[src/rtl/fps_pkg.sv]
`timescale 1ns/1ps
package fps_pkg;
  function automatic int cnt_width(input int max_val);
    return (max_val < 2) ? 1 : $clog2(max_val + 1);
  endfunction
endpackage

[src/rtl/fps_short_timer.sv]
`timescale 1ns/1ps
module fps_short_timer #(
  parameter int FAST_TICKS = 48,
  parameter int SLOW_TICKS = 384,
  localparam int CW = fps_pkg::cnt_width(SLOW_TICKS)
) (
  input  logic clk_i,
  input  logic rst_ni,
  input  logic tick_i,
  input  logic oc_i,
  input  logic prewarn_i,
  input  logic slow_dly_i,
  input  logic clear_i,
  output logic latched_o
);
  localparam logic [CW-1:0] FastLim = CW'(FAST_TICKS - 1);
  localparam logic [CW-1:0] SlowLim = CW'(SLOW_TICKS - 1);

  logic [CW-1:0] cnt_q;
  logic          lat_q;
  logic [CW-1:0] lim;
  logic          trip;

  assign lim  = slow_dly_i ? SlowLim : FastLim;
  // >= covers a switch from the long to the short delay in mid-count
  assign trip = oc_i & ~lat_q & (prewarn_i | (tick_i & (cnt_q >= lim)));

  always_ff @(posedge clk_i or negedge rst_ni) begin
    if (!rst_ni) begin
      cnt_q <= '0;
      lat_q <= 1'b0;
    end else if (clear_i) begin
      cnt_q <= '0;
      lat_q <= 1'b0;
    end else if (lat_q || !oc_i) begin
      cnt_q <= '0;
    end else if (trip) begin
      cnt_q <= '0;
      lat_q <= 1'b1;
    end else if (tick_i) begin
      cnt_q <= cnt_q + 1'b1;
    end
  end

  assign latched_o = lat_q;
endmodule

[src/rtl/fps_uv_qual.sv]
`timescale 1ns/1ps
module fps_uv_qual #(
  parameter int UV_TICKS = 448,
  localparam int CW = fps_pkg::cnt_width(UV_TICKS)
) (
  input  logic clk_i,
  input  logic rst_ni,
  input  logic tick_i,
  input  logic uv_i,
  input  logic clear_i,
  output logic uv_off_o,
  output logic fail_o
);
  localparam logic [CW-1:0] UvLim = CW'(UV_TICKS - 1);

  logic [CW-1:0] cnt_q;
  logic          qual_q;
  logic          fail_q;
  logic          trip;

  assign trip = uv_i & ~qual_q & tick_i & (cnt_q >= UvLim);

  always_ff @(posedge clk_i or negedge rst_ni) begin
    if (!rst_ni) begin
      cnt_q  <= '0;
      qual_q <= 1'b0;
    end else if (!uv_i) begin
      cnt_q  <= '0;
      qual_q <= 1'b0;
    end else if (trip) begin
      cnt_q  <= '0;
      qual_q <= 1'b1;
    end else if (tick_i && !qual_q) begin
      cnt_q <= cnt_q + 1'b1;
    end
  end

  // the flag stays pinned while undervoltage persists
  always_ff @(posedge clk_i or negedge rst_ni) begin
    if (!rst_ni) fail_q <= 1'b0;
    else         fail_q <= trip | (qual_q & uv_i) | (fail_q & ~clear_i);
  end

  // release needs no clock edge
  assign uv_off_o = qual_q & uv_i;
  assign fail_o   = fail_q;
endmodule

[src/rtl/fps_thermal_latch.sv]
`timescale 1ns/1ps
module fps_thermal_latch (
  input  logic clk_i,
  input  logic rst_ni,
  input  logic overtemp_i,
  input  logic clear_i,
  output logic shutdown_o
);
  logic sd_q;

  always_ff @(posedge clk_i or negedge rst_ni) begin
    if (!rst_ni)                      sd_q <= 1'b0;
    else if (overtemp_i)              sd_q <= 1'b1;
    else if (clear_i)                 sd_q <= 1'b0;
  end

  assign shutdown_o = sd_q;
endmodule

[src/rtl/fault_supervisor.sv]
`timescale 1ns/1ps
module fault_supervisor #(
  parameter int NUM_BRIDGES   = 6,
  parameter int SC_FAST_TICKS = 48,
  parameter int SC_SLOW_TICKS = 384,
  parameter int UV_TICKS      = 448,
  localparam int NUM_SW = 2 * NUM_BRIDGES
) (
  input  logic              clk_i,
  input  logic              rst_ni,
  input  logic              tick_i,
  input  logic [NUM_SW-1:0] oc_i,
  input  logic              uv_i,
  input  logic              prewarn_i,
  input  logic              overtemp_i,
  input  logic              slow_dly_i,
  input  logic              status_rst_i,
  output logic              short_o,
  output logic              supply_fail_o,
  output logic              ot_shutdown_o,
  output logic [NUM_SW-1:0] sw_off_o
);
  logic [NUM_SW-1:0] short_q;
  logic              uv_off;
  logic              ot_q;

  for (genvar g = 0; g < NUM_SW; g++) begin : g_sw
    fps_short_timer #(
      .FAST_TICKS(SC_FAST_TICKS),
      .SLOW_TICKS(SC_SLOW_TICKS)
    ) u_tmr (
      .clk_i     (clk_i),
      .rst_ni    (rst_ni),
      .tick_i    (tick_i),
      .oc_i      (oc_i[g]),
      .prewarn_i (prewarn_i),
      .slow_dly_i(slow_dly_i),
      .clear_i   (status_rst_i),
      .latched_o (short_q[g])
    );
  end

  fps_uv_qual #(.UV_TICKS(UV_TICKS)) u_uv (
    .clk_i   (clk_i),
    .rst_ni  (rst_ni),
    .tick_i  (tick_i),
    .uv_i    (uv_i),
    .clear_i (status_rst_i),
    .uv_off_o(uv_off),
    .fail_o  (supply_fail_o)
  );

  fps_thermal_latch u_th (
    .clk_i     (clk_i),
    .rst_ni    (rst_ni),
    .overtemp_i(overtemp_i),
    .clear_i   (status_rst_i),
    .shutdown_o(ot_q)
  );

  assign short_o       = |short_q;
  assign ot_shutdown_o = ot_q;
  assign sw_off_o      = short_q | {NUM_SW{uv_off | ot_q}};
endmodule

[config.mk]
export PLATFORM = sky130hd
export DESIGN_NAME = fault_supervisor
export DESIGN_NICKNAME = d
export VERILOG_FILES = /design/src/rtl/fps_pkg.sv /design/src/rtl/fps_short_timer.sv /design/src/rtl/fps_uv_qual.sv /design/src/rtl/fps_thermal_latch.sv /design/src/rtl/fault_supervisor.sv
export SDC_FILE = /design/constraint.sdc
export NUM_CORES = 1
export LEC_CHECK = 0
export BUFFER_PORTS_ARGS = -buffer_cell sky130_fd_sc_hd__buf_2
export CAP_MARGIN = 30
export CORE_MARGIN = 4
export CORE_UTILIZATION = 45
export DETAILED_ROUTE_END_ITERATION = 10
export HOLD_SLACK_MARGIN = 0.12
export PLACE_DENSITY = 0.66
export SYNTH_ARGS = -nofsm -noshare
export SYNTH_HDL_FRONTEND = slang
export SYNTH_SLANG_ARGS = --single-unit
[constraint.sdc]
create_clock -name clk_i -period 2.2 [get_ports clk_i]
set_input_delay 0.44 -clock clk_i [delete_from_list [all_inputs] [get_ports clk_i]]
set_output_delay 0.44 -clock clk_i [all_outputs]
set_load 0.05 [all_outputs]
Word level (Yosys, flattened, before mapping)
Index checks and enable logic that the tools add are counted.
- word-level logic and storage cells: 295
- output and inout port bits: 15
- flip-flop bits (word level): 132
- bitwise logic cells: 71
- mux-type cells: 92
- reduce and logical (&&, ||, !) cells: 64
- eq/ne operators: 14
- $lt $le $gt $ge: 13
- add/subtract/negate cells: 13
- operators by type and width (operator ; number):
    $mux W9 ; 52
    $add A9 B1 Y9 const B ; 13
    $ge A9 B9 Y1 ; 12
    $reduce_bool A4 Y1 ; 12
    $and A1 B1 Y1 ; 41
    $mux W1 ; 40
    $reduce_bool A2 Y1 ; 13
    $ne A2 B2 Y1 const B ; 12
    $reduce_and A2 Y1 ; 12
    $or A1 B1 Y1 ; 15
    $not A1 Y1 ; 14
    $logic_not A1 Y1 ; 13
    $logic_or A1 B1 Y1 ; 12
    $or A12 B12 Y12 ; 1
    $reduce_or A12 Y1 ; 1
    $ge A9 B9 Y1 const B ; 1
    $ne A3 B1 Y1 const B ; 1
    $ne A2 B1 Y1 const B ; 1
    $logic_and A1 B1 Y1 ; 1

Depth between registers and ports, before layout
Gate-level depths: netlist of the first run.
- word-level depth: 8
- depth in mapped cells: 7

By module
From an unflattened synthesis of the first run, not the netlist that was laid out.
- cell total of the unflattened synthesis: 929
- area total of the unflattened synthesis: 8667.1 sq um
- modules (own cells, without submodules) (module ; cells an instance ; instances ; area an instance (sq um)):
    fps_short_timer ; 71 ; 12 ; 658.1
    fps_uv_qual ; 56 ; 1 ; 621.8
    fault_supervisor ; 18 ; 1 ; 111.4
    fps_thermal_latch ; 3 ; 1 ; 36.3

Worst setup path after synthesis of the first run
No wires, ideal clock.
- kind: input to register
- start point: in slow_dly_i
- end point: reg g_sw[11].u_tmr.cnt_q[0]
- stages: 6
- arrival time: 2.446 ns
- required time: 2.072 ns
- path buffers: 0
- setup slack: -0.374 ns
- path through: inv_1 > ha_1 > nand4b_1 > o311ai_2 > nor2_1 > mux2_1
- word-level cells in the longest chain between the ends: 8
- elaborated cells between the ends (all ways): 9
- classes of those cells: order compare: 1; mux: 4; bitwise: 3; reduce/logical: 1
- ends and longest elaborated chain (what ; RTL line ; RTL):
    from (decl) ; fault_supervisor.sv:16 ; input logic slow_dly_i,
    $mux W9 (*) ; fps_short_timer.sv:24 ; assign lim = slow_dly_i ? SlowLim : FastLim;
    $ge A9 B9 Y1 (*) ; fps_short_timer.sv:26 ; assign trip = oc_i & ~lat_q & (prewarn_i | (tick_i & (cnt_q >= lim)));
    $and A1 B1 Y1 (*) ; fps_short_timer.sv:26 ;
    $or A1 B1 Y1 (*) ; fps_short_timer.sv:26 ;
    $and A1 B1 Y1 (*) ; fps_short_timer.sv:26 ;
    $mux W9 ; fps_short_timer.sv:37 ; end else if (trip) begin
    $mux W9 ; fps_short_timer.sv:35 ; end else if (lat_q || !oc_i) begin
    $mux W9 ; fps_short_timer.sv:32 ; end else if (clear_i) begin
    to (signal assigned) ; fps_short_timer.sv:41 ; cnt_q <= cnt_q + 1'b1;
    to (decl) ; fps_short_timer.sv:19 ; logic [CW-1:0] cnt_q;
Every way passes the cells marked *; elsewhere a longest branch is shown, timed or not.
A chain may end at the register's enable or synchronous reset.

Worst setup path after layout of the first run
- start point: reg g_sw[7].u_tmr.lat_q
- end point: out short_o
- word-level cells in the longest chain between the ends: 1
- ends and longest elaborated chain (what ; RTL line ; RTL):
    from (decl) ; fps_short_timer.sv:20 ; logic lat_q;
    from (signal assigned) ; fps_short_timer.sv:31 ; lat_q <= 1'b0;
    from (signal assigned) ; fps_short_timer.sv:34 ; lat_q <= 1'b0;
    from (signal assigned) ; fps_short_timer.sv:39 ; lat_q <= 1'b1;
    $reduce_or A12 Y1 ; fault_supervisor.sv:61 ; assign short_o = |short_q;
    to (decl) ; fault_supervisor.sv:18 ; output logic short_o,
No other way between the ends.

==> summary.md, run 1 <==
| Metric | Value |
|---|---|
| Outcome | finished, final reports clean |
| Post-DR wirelength/cell | ~17 um |
| Area delta synth->final | 18.3% |
| Layout Skew | 0.00512 ns |
| Pwr Density | 617 nW/um^2 |
| DP HPWL | around 15000 um |
| Initial DRC Count | ~460 |
| Fraction of layout cells with a size suffix above 1 | around 14% |
| Synth Area in Adders | approximately 7.4% |
| Post-Syn Area per Cell | 9.46 um^2 |
| RSZ-0062 raised after global routing | no |
| Total global routing overflow | 0 |
| Largest net degree at the start of global routing | 48 |
| YS warnings | 0 |
| Synth Flop Type | dfrtp_1 |
| CTS tree | done |
| Vias after detailed routing | between 7000 and 8000 |
| N_diodes | 0 |
| Final Core Density | around 54% |
| Final ANT Viol Nets | 0 |
| CTS H-tree depth | 4 |
| Post-Synth XOR/XNOR Area | about 2.3% |
| Die area | a little over 20000 um^2 |
| First-pass DRT Iterations | 5 |
| Vias in the first global route | ~7000 |
| Via density | slightly above 6 |
| Final cell count without fillers | roughly 1200 |
| Clock Tree Buf Depth | 2 |
| EDFF count, synth | 0 |
| Relative slew slack | 57.2% |
| Port buffer count | 34 |
| #FFs+latches synth | about 130 |
| VDD IR max | 613 uV |
| Reg clk slew, reported paths | about 0.060 ns |
| Leak pwr | 4.60 nW |
| Post-Syn Instances | 871 |
| Post-Syn Nets | 940 |
| Clock Latency Late Sink | roughly 0.42 ns |
| Total GRT Usage | a little over a fifth |
| Final setup viols | 0 |
| Async SR Flop Fraction | 100% |
| Final Hold Vio Count | 0 |
| Simple-gate share of the synthesized area | between 20% and 30% |
| Post-route cell area | 9750 um^2 |
| Unique masters post-synth | 52 |
| DP Area | 9110 um^2 |
| Final worst-path cycle share | approximately 94% |
| Post-synthesis sequential area ratio | 40.1% |
| Peak Freq | just under 500 MHz |
| # DRC | 0 |
| Worst setup EP type | primary output |
| Pre-CTS setup slack | -0.198 ns |
| Max-slew violations | 0 |
| Main combinational cell family by area after synthesis | compound AO/OA/AOI/OAI gates |
| Post-layout nets | between 1000 and 1500 |
| Routability-driven placement congestion ratio | 0.823 |
| Synthesized cell area | between 8000 and 9000 um^2 |
| Cell Rows | 49 |
| Crit path time final | about 2.1 ns |
| Worst-Margin Slew | ~0.64 ns |
| Std-Cell Core Area | 18000 um^2 |
| Post-CTS Setup Inserts | 0 |
| CP required | roughly 1.8 ns |
| WS Path Type | reg2out |
| Hold crit path type | in2reg |
| Crit path DAT | between 1.5 and 2 ns |
| Tot Pwr | roughly 6.0 mW |
| Antenna violations before repair | 0 |
| Root buf cell | clkbuf_16 |
| CP startpoint kind | flop |
| CTS Sinks | about 130 |
| Total CTS buffers | 17 |
| Die Y | ~140 um |
| Compound-Gate Fraction of Synth Area | 25.4% |
| Placed insts | ~1200 |
| First-pass GRT wire length | 35100 um |
| Fraction of synthesized area in multiplexers | less than 1% |
| Max_cap viols | 0 |
| Die width | around 140 um |
| IO Count | 35 |
| Initial Util | 45.9% |
| Worst setup margin | around 0.13 ns |
| Crit Path Max Fanout | 6 |
| Wirelength, routed | 20600 um |
## worst paths after layout
check / start / endpoint / slack (ns) / cells after the start
max: g_sw[7].u_tmr.latched_o / short_o / 0.13 / 3
min: overtemp_i / u_th.shutdown_o / 0.20 / 2
max reg2reg: g_sw[6].u_tmr.cnt_q[0] / g_sw[6].u_tmr.cnt_q[6] / 0.19 / 6
min reg2reg: u_uv.cnt_q[5] / u_uv.cnt_q[5] / 0.52 / 2
max in group asynchronous: rst_ni / g_sw[0].u_tmr.cnt_q[2] / 1.04 / 3
min in group asynchronous: rst_ni / u_uv.cnt_q[0] / 0.53 / 2
## placed cells by master, fill, tap and decap left out, types with 11 or more instances in the layout
| master | count |
|---|---|
| nor2b_1 | 17 |
| nand2_1 | 84 |
| a22o_1 | 40 |
| nor3b_1 | 11 |
| dfrtp_1 | 132 |
| nor4_1 | 19 |
| clkbuf_16 | 17 |
| o31ai_1 | 17 |
| nor3_1 | 39 |
| buf_2 | 33 |
| a31oi_1 | 15 |
| buf_4 | 45 |
| o311ai_0 | 19 |
| ha_1 | 49 |
| nand3_1 | 28 |
| a211o_1 | 11 |
| xnor2_1 | 11 |
| a21oi_1 | 27 |
| inv_1 | 22 |
| nor2_1 | 68 |
| a311oi_1 | 32 |
| o21ai_0 | 17 |
| nand2b_1 | 26 |
| o21a_1 | 23 |
| xor2_1 | 11 |
| a211oi_1 | 24 |
| and3_1 | 35 |
| nand4b_1 | 12 |
## logic make-up (layout without fill, tap and decap cells)
kind of cell	count (synthesis)	in the layout
AOI/OAI and AO/OA	264	264
xor gates and xnor gates	22	22
muxes	2	2
buffers and inverters	44	137
adders and majority gates	49	49
and+or+nand+nor	358	358
DFF	132	132
## layout make-up
cell class | instances | area [um^2]
clock buffers | 20 | 457
clock inverters | 11 | 158
fillers | 1635 | 8220
inverters | 23 | 90.1
multi-input cells | 695 | 4880
flip-flops and latches | 132 | 3300
well taps | 229 | 287
repair buffers | 83 | 576
## cell usage after synthesis (2+ instances only)
cell / instances / share of area (%)
nor2b_1: 17 / 1.3
nand4_1: 3 / 0.23
buf_2: 3 / 0.18
xnor2_1: 11 / 1.2
nand2b_1: 26 / 2.0
o311ai_2: 10 / 2.0
a311oi_1: 32 / 3.4
o211ai_1: 4 / 0.36
or3_1: 4 / 0.30
nor4_1: 20 / 1.5
ha_1: 49 / 7.4
a21oi_1: 27 / 1.6
nor3_1: 40 / 2.4
o22ai_1: 2 / 0.15
a221o_1: 2 / 0.24
o311ai_1: 2 / 0.21
a211oi_1: 24 / 2.2
o21a_1: 23 / 2.1
a21o_1: 2 / 0.18
o22a_1: 10 / 1.1
nand3_1: 28 / 1.7
clkbuf_1: 16 / 0.73
xor2_1: 11 / 1.2
nand4b_1: 12 / 1.3
nand2_1: 84 / 3.8
a211o_1: 11 / 1.2
dfrtp_1: 132 / 40
nor2_1: 68 / 3.1
nor3b_1: 12 / 1.1
o311ai_0: 21 / 2.2
inv_1: 23 / 1.0
o21ai_0: 18 / 1.1
o31ai_1: 17 / 1.5
and3_1: 35 / 2.7
a31oi_1: 15 / 1.1
a22o_1: 40 / 4.3
or3b_2: 2 / 0.21
## power by group
part	switching, mW	internal, mW	total (mW)
Clock	1.04	1.94	2.98
Combinational	0.355	0.173	0.527
Sequential	0.0498	2.46	2.51
Total	1.45	4.57	6.02
## flip-flops by register name, summed over array words and instances (netlist names)
register and flops:
g_sw.u_tmr.cnt_q 108, g_sw.u_tmr.latched_o 12, u_uv.cnt_q 9, u_th.shutdown_o 1, u_uv.fail_o 1, u_uv.qual_q 1
## timing repair
action | CTS | global route
hold buffers | 1 | 0
endpoints found under the setup margin | 0 | 1
resized for setup | 0 | 1
hold endpoints to repair | 43 | 0
## worst max-delay path, stage by stage (launching register included)
cell	delay [ns]
dfrtp_1	0.45
nor4_1	0.34
nand3_1	0.17
buf_2	0.24
## layer usage
metal | track usage [%] | part of all wire [%] | vias to the layer above
met3 | 4.19 | 4.3 | 16
met1 | 30.0 | 48 | 3607
met4 | 4.36 | 0.97 | 0
li1 | - | - | 3561
met5 | 0 | 0 | -
met2 | 33.2 | 46 | 163
## stage by stage
stage,hold WS (ns),setup TNS (ns)
finish,0.197,0
global route,0.193,0
CTS,0.187,0
detailed placement,0.417,-10.49
global placement,0.415,-18.92
floorplan,0.144,-18.82
(Power assumes the default switching activity.)
==> inputs of run 2 (changes only) <==
SYNTH_HIERARCHICAL = 1   (was default)
==> run 2 against run 1 <==
Net effect:
- combinational power down 1%
- highest routed layer unchanged
- critical path depth unchanged
- register-to-register slack gained 0.03 ns
==> summary.md, run 2 <==
| Metric | Value |
|---|---|
| Largest net degree at the start of global routing | 49 (+2.1%) |
| # fillers | 1673 (+2.3%) |
| Antenna violations before repair | 0 (unchanged) |
| Pwr Density | 573 nW/um^2 (-7.1%) |
| Max reg flops | 108 (unchanged) |
| Worst setup margin | 0.0338 ns (-0.0950 ns) |
| IO Count | 35 (unchanged) |
| Reg2reg setup slack | 0.22 ns (+0.03 ns) |
| Initial DRC Count | 469 (+3.1%) |
| CP Buf/Inv Count | 1 (unchanged) |
| Initial Util | 46.0% (+0.16 points) |
| Post-Syn Instances | 929 (+6.7%) |
| N_diodes | 0 (unchanged) |
| First-pass DRT Iterations | 5 (unchanged) |
| Commonest cells after routing, fill and taps aside | 131 x dfrtp_1, 112 x inv_1, 72 x a31oi_1 |
| Std-Cell Core Area | 18800 um^2 (+4.8%) |
| #FFs+latches synth | 132 (unchanged) |
| Worst-Margin Slew | 0.477 ns (-0.161 ns) |
| Total global routing overflow | 0 (unchanged) |
| Die Y | 147 um (+2.4%) |
| Most flop-heavy register | g_sw.u_tmr/cnt_q |
| Cell Rows | 50 (+2.0%) |
| Worst path max stage delay | 0.50 ns (+0.05 ns) |
| Vias after detailed routing | 7165 (-2.5%) |
| Crit Path Max Fanout | 11 (+5) |
| CP max stage cell | or3_2 |
| Max-slew violations | 0 (unchanged) |
| Hold crit path type | in2reg |
| Total GRT Usage | 18.3% (-2.6 points) |
| Relative slew slack | 68.2% (+11 points) |
| EDFF count, synth | 0 (unchanged) |
| Async SR Flop Fraction | 100% (unchanged) |
| Synth top area share | 38.1% (-2.0 points) |
| Post-Syn Nets | 998 (+6.2%) |
| Post-route cell area | 9720 um^2 (-0.31%) |
| CP startpoint kind | flop |
| Max_cap viols | 0 (unchanged) |
| CTS H-tree depth | 4 (unchanged) |
| Via density | 5.71 (-7.2%) |
| Die width | 147 um (+2.4%) |
| Final cell count without fillers | 1254 (+5.1%) |
| Leak pwr | 3.76 nW (-18%) |
| Post-synthesis sequential area ratio | 38.1% (-2.0 points) |
| Area delta synth->final | 12.1% |
| Final Core Density | 51.6% (-2.7 points) |
| WS Path Type | reg2out |
| Tot Pwr | 5.57 mW (-7.4%) |
| First-pass GRT wire length | 33200 um (-5.3%) |
| CP Cell Sequence | and2_4 > or3_2 > buf_4 |
| Placed insts | 1223 (+5.3%) |
| Root buf cell | clkbuf_16 |
| Routability-driven placement congestion ratio | 0.861 (+4.7%) |
| RSZ-0062 raised after global routing | no |
| Post-layout nets | 1053 (+3.1%) |
| Top post-synthesis cells by area | dfrtp_1 38%, ha_1 7.1%, a31oi_1 5.2% |
| Crit path time final | 2.17 ns (+0.0950 ns) |
| Final setup viols | 0 (unchanged) |
| Cell with the most instances after synthesis | dfrtp_1 |
| Pre-CTS setup slack | -0.00457 ns (+0.194 ns) |
| Port buffer count | 34 (unchanged) |
| Peak Freq | 462 MHz (-4.4%) |
| DP HPWL | 13600 um (-6.6%) |
| Top post-synthesis cells by count | 132 x dfrtp_1, 112 x inv_1, 72 x a31oi_1 |
| Post-DR wirelength/cell | 15.5 um (-10%) |
| Clock Tree Buf Depth | 2 (unchanged) |
| Final worst-path cycle share | 98.5% (+4.3 points) |
| Outcome | finished, final reports clean |
| Reg clk slew, reported paths | 0.06 ns (about the same) |
| Synth area leader | dfrtp_1 |
| VDD IR max | 479 uV (-22%) |
| CTS Sinks | 132 (unchanged) |
| Top cell family by delay on the critical path | simple AND/OR/NAND/NOR gates |
| Final Hold Vio Count | 0 (unchanged) |
| Die area | 21500 um^2 (+4.9%) |
| Synth Flop Type | dfrtp_1 |
| Final ANT Viol Nets | 0 (unchanged) |
| Worst setup EP type | primary output |
| Crit path DAT | 1.73 ns (+0.10 ns) |
| Clock Latency Late Sink | 0.41 ns (about the same) |
| Layout Skew | 0.00811 ns (+0.00299 ns) |
| Unique masters post-synth | 42 (-19%) |
| Fraction of layout cells with a size suffix above 1 | 16.2% (+2.6 points) |
| Post-Syn Area per Cell | 9.33 um^2 (-1.4%) |
| Wirelength, routed | 19500 um (-5.4%) |
| CP required | 1.76 ns (about the same) |
| YS warnings | 6 (+6) |
| DP Area | 9140 um^2 (+0.26%) |
| # DRC | 0 (unchanged) |
| Total CTS buffers | 17 (unchanged) |
| Synthesized cell area | 8670 um^2 (+5.2%) |
| CTS tree | done |
| Leading cell type in the layout, fill and taps excluded | dfrtp_1 |
| Vias in the first global route | 6807 (-2.5%) |
==> run 2: cell types whose count changed in the layout (fill, tap and decap cells not counted), moves of 26 or more <==
| cell | delta |
|---|---|
| a31oi_1 | +57 |
| and3_1 | -34 |
| a21oi_1 | -26 |
| nor3_1 | -27 |
| nor2_1 | -44 |
| a311oi_1 | -32 |
| inv_1 | +90 |
| a22o_1 | -40 |
| o21ai_0 | +48 |
| or3_1 | +32 |
| o22ai_1 | +58 |
==> run 2: worst paths after layout <==
kind,depth (start not counted),endpoint,start
min in group asynchronous,2,g_sw[4].u_tmr/cnt_q[6],rst_ni
worst max-delay path,3,sw_off_o[10],u_uv/qual_q
worst min-delay path,2,u_th/shutdown_o,overtemp_i
worst min register to register,1,u_uv/fail_o,u_uv/fail_o
worst max register to register,5,g_sw[9].u_tmr/cnt_q[8],g_sw[9].u_tmr/cnt_q[0]
max in group asynchronous,3,g_sw[5].u_tmr/cnt_q[6],rst_ni
==> run 2: cells by family after synthesis <==
logic type | Yosys count | share of synthesized area, %
flops | 132 | 38.1
buf+inv | 141 | 8.24
fa+ha+maj | 49 | 7.07
simple gates | 332 | 25.5
mux | 1 | 0.115
compound gates | 260 | 19.6
xor+xnor | 14 | 1.41
==> run 2: layer usage <==
metal	track usage (%)	share of wire, %	up-vias
li1	-	-	3555
met1	25.7	49	3458
met2	29.2	46	146
met3	3.49	4.2	6
met4	4.84	0.61	0
met5	0	0	-
==> run 2: metrics by stage <==
| step | hold slack, ns | TNS (ns) |
|---|---|---|
| final | 0.204 | 0 |
| after global routing | 0.186 | 0 |
| after CTS | 0.185 | 0 |
| after detailed placement | 0.418 | -0.00457 |
| after global placement | 0.407 | 0 |
| after floorplan | 0.144 | 0 |
==> run 2: layout make-up <==
type | count | area, um^2 | share of cell area (%)
Clock buffer | 24 | 492 | 5.06
Clock inverter | 5 | 27.5 | 0.283
Inverter | 113 | 424 | 4.37
Multi-Input combinational cell | 656 | 4660 | 48.0
Sequential cell | 132 | 3300 | 34.0
Tap cell | 260 | 325 | 3.35
Timing Repair Buffer | 64 | 478 | 4.92
==> run 2: repair_timing <==
item / in CTS / in global routing
hold endpoints to repair: 44 / 0
hold buffers: 1 / 0
resized for setup: 5 / 10
setup buffers: 0 / 1
setup endpoints to repair: 12 / 7
==> run 2: power by group <==
part | switching [mW] | internal (mW) | total (mW)
Sequential | 0.0500 | 2.45 | 2.50
Clock | 1.01 | 1.53 | 2.54
Combinational | 0.336 | 0.184 | 0.521
Total | 1.40 | 4.17 | 5.57
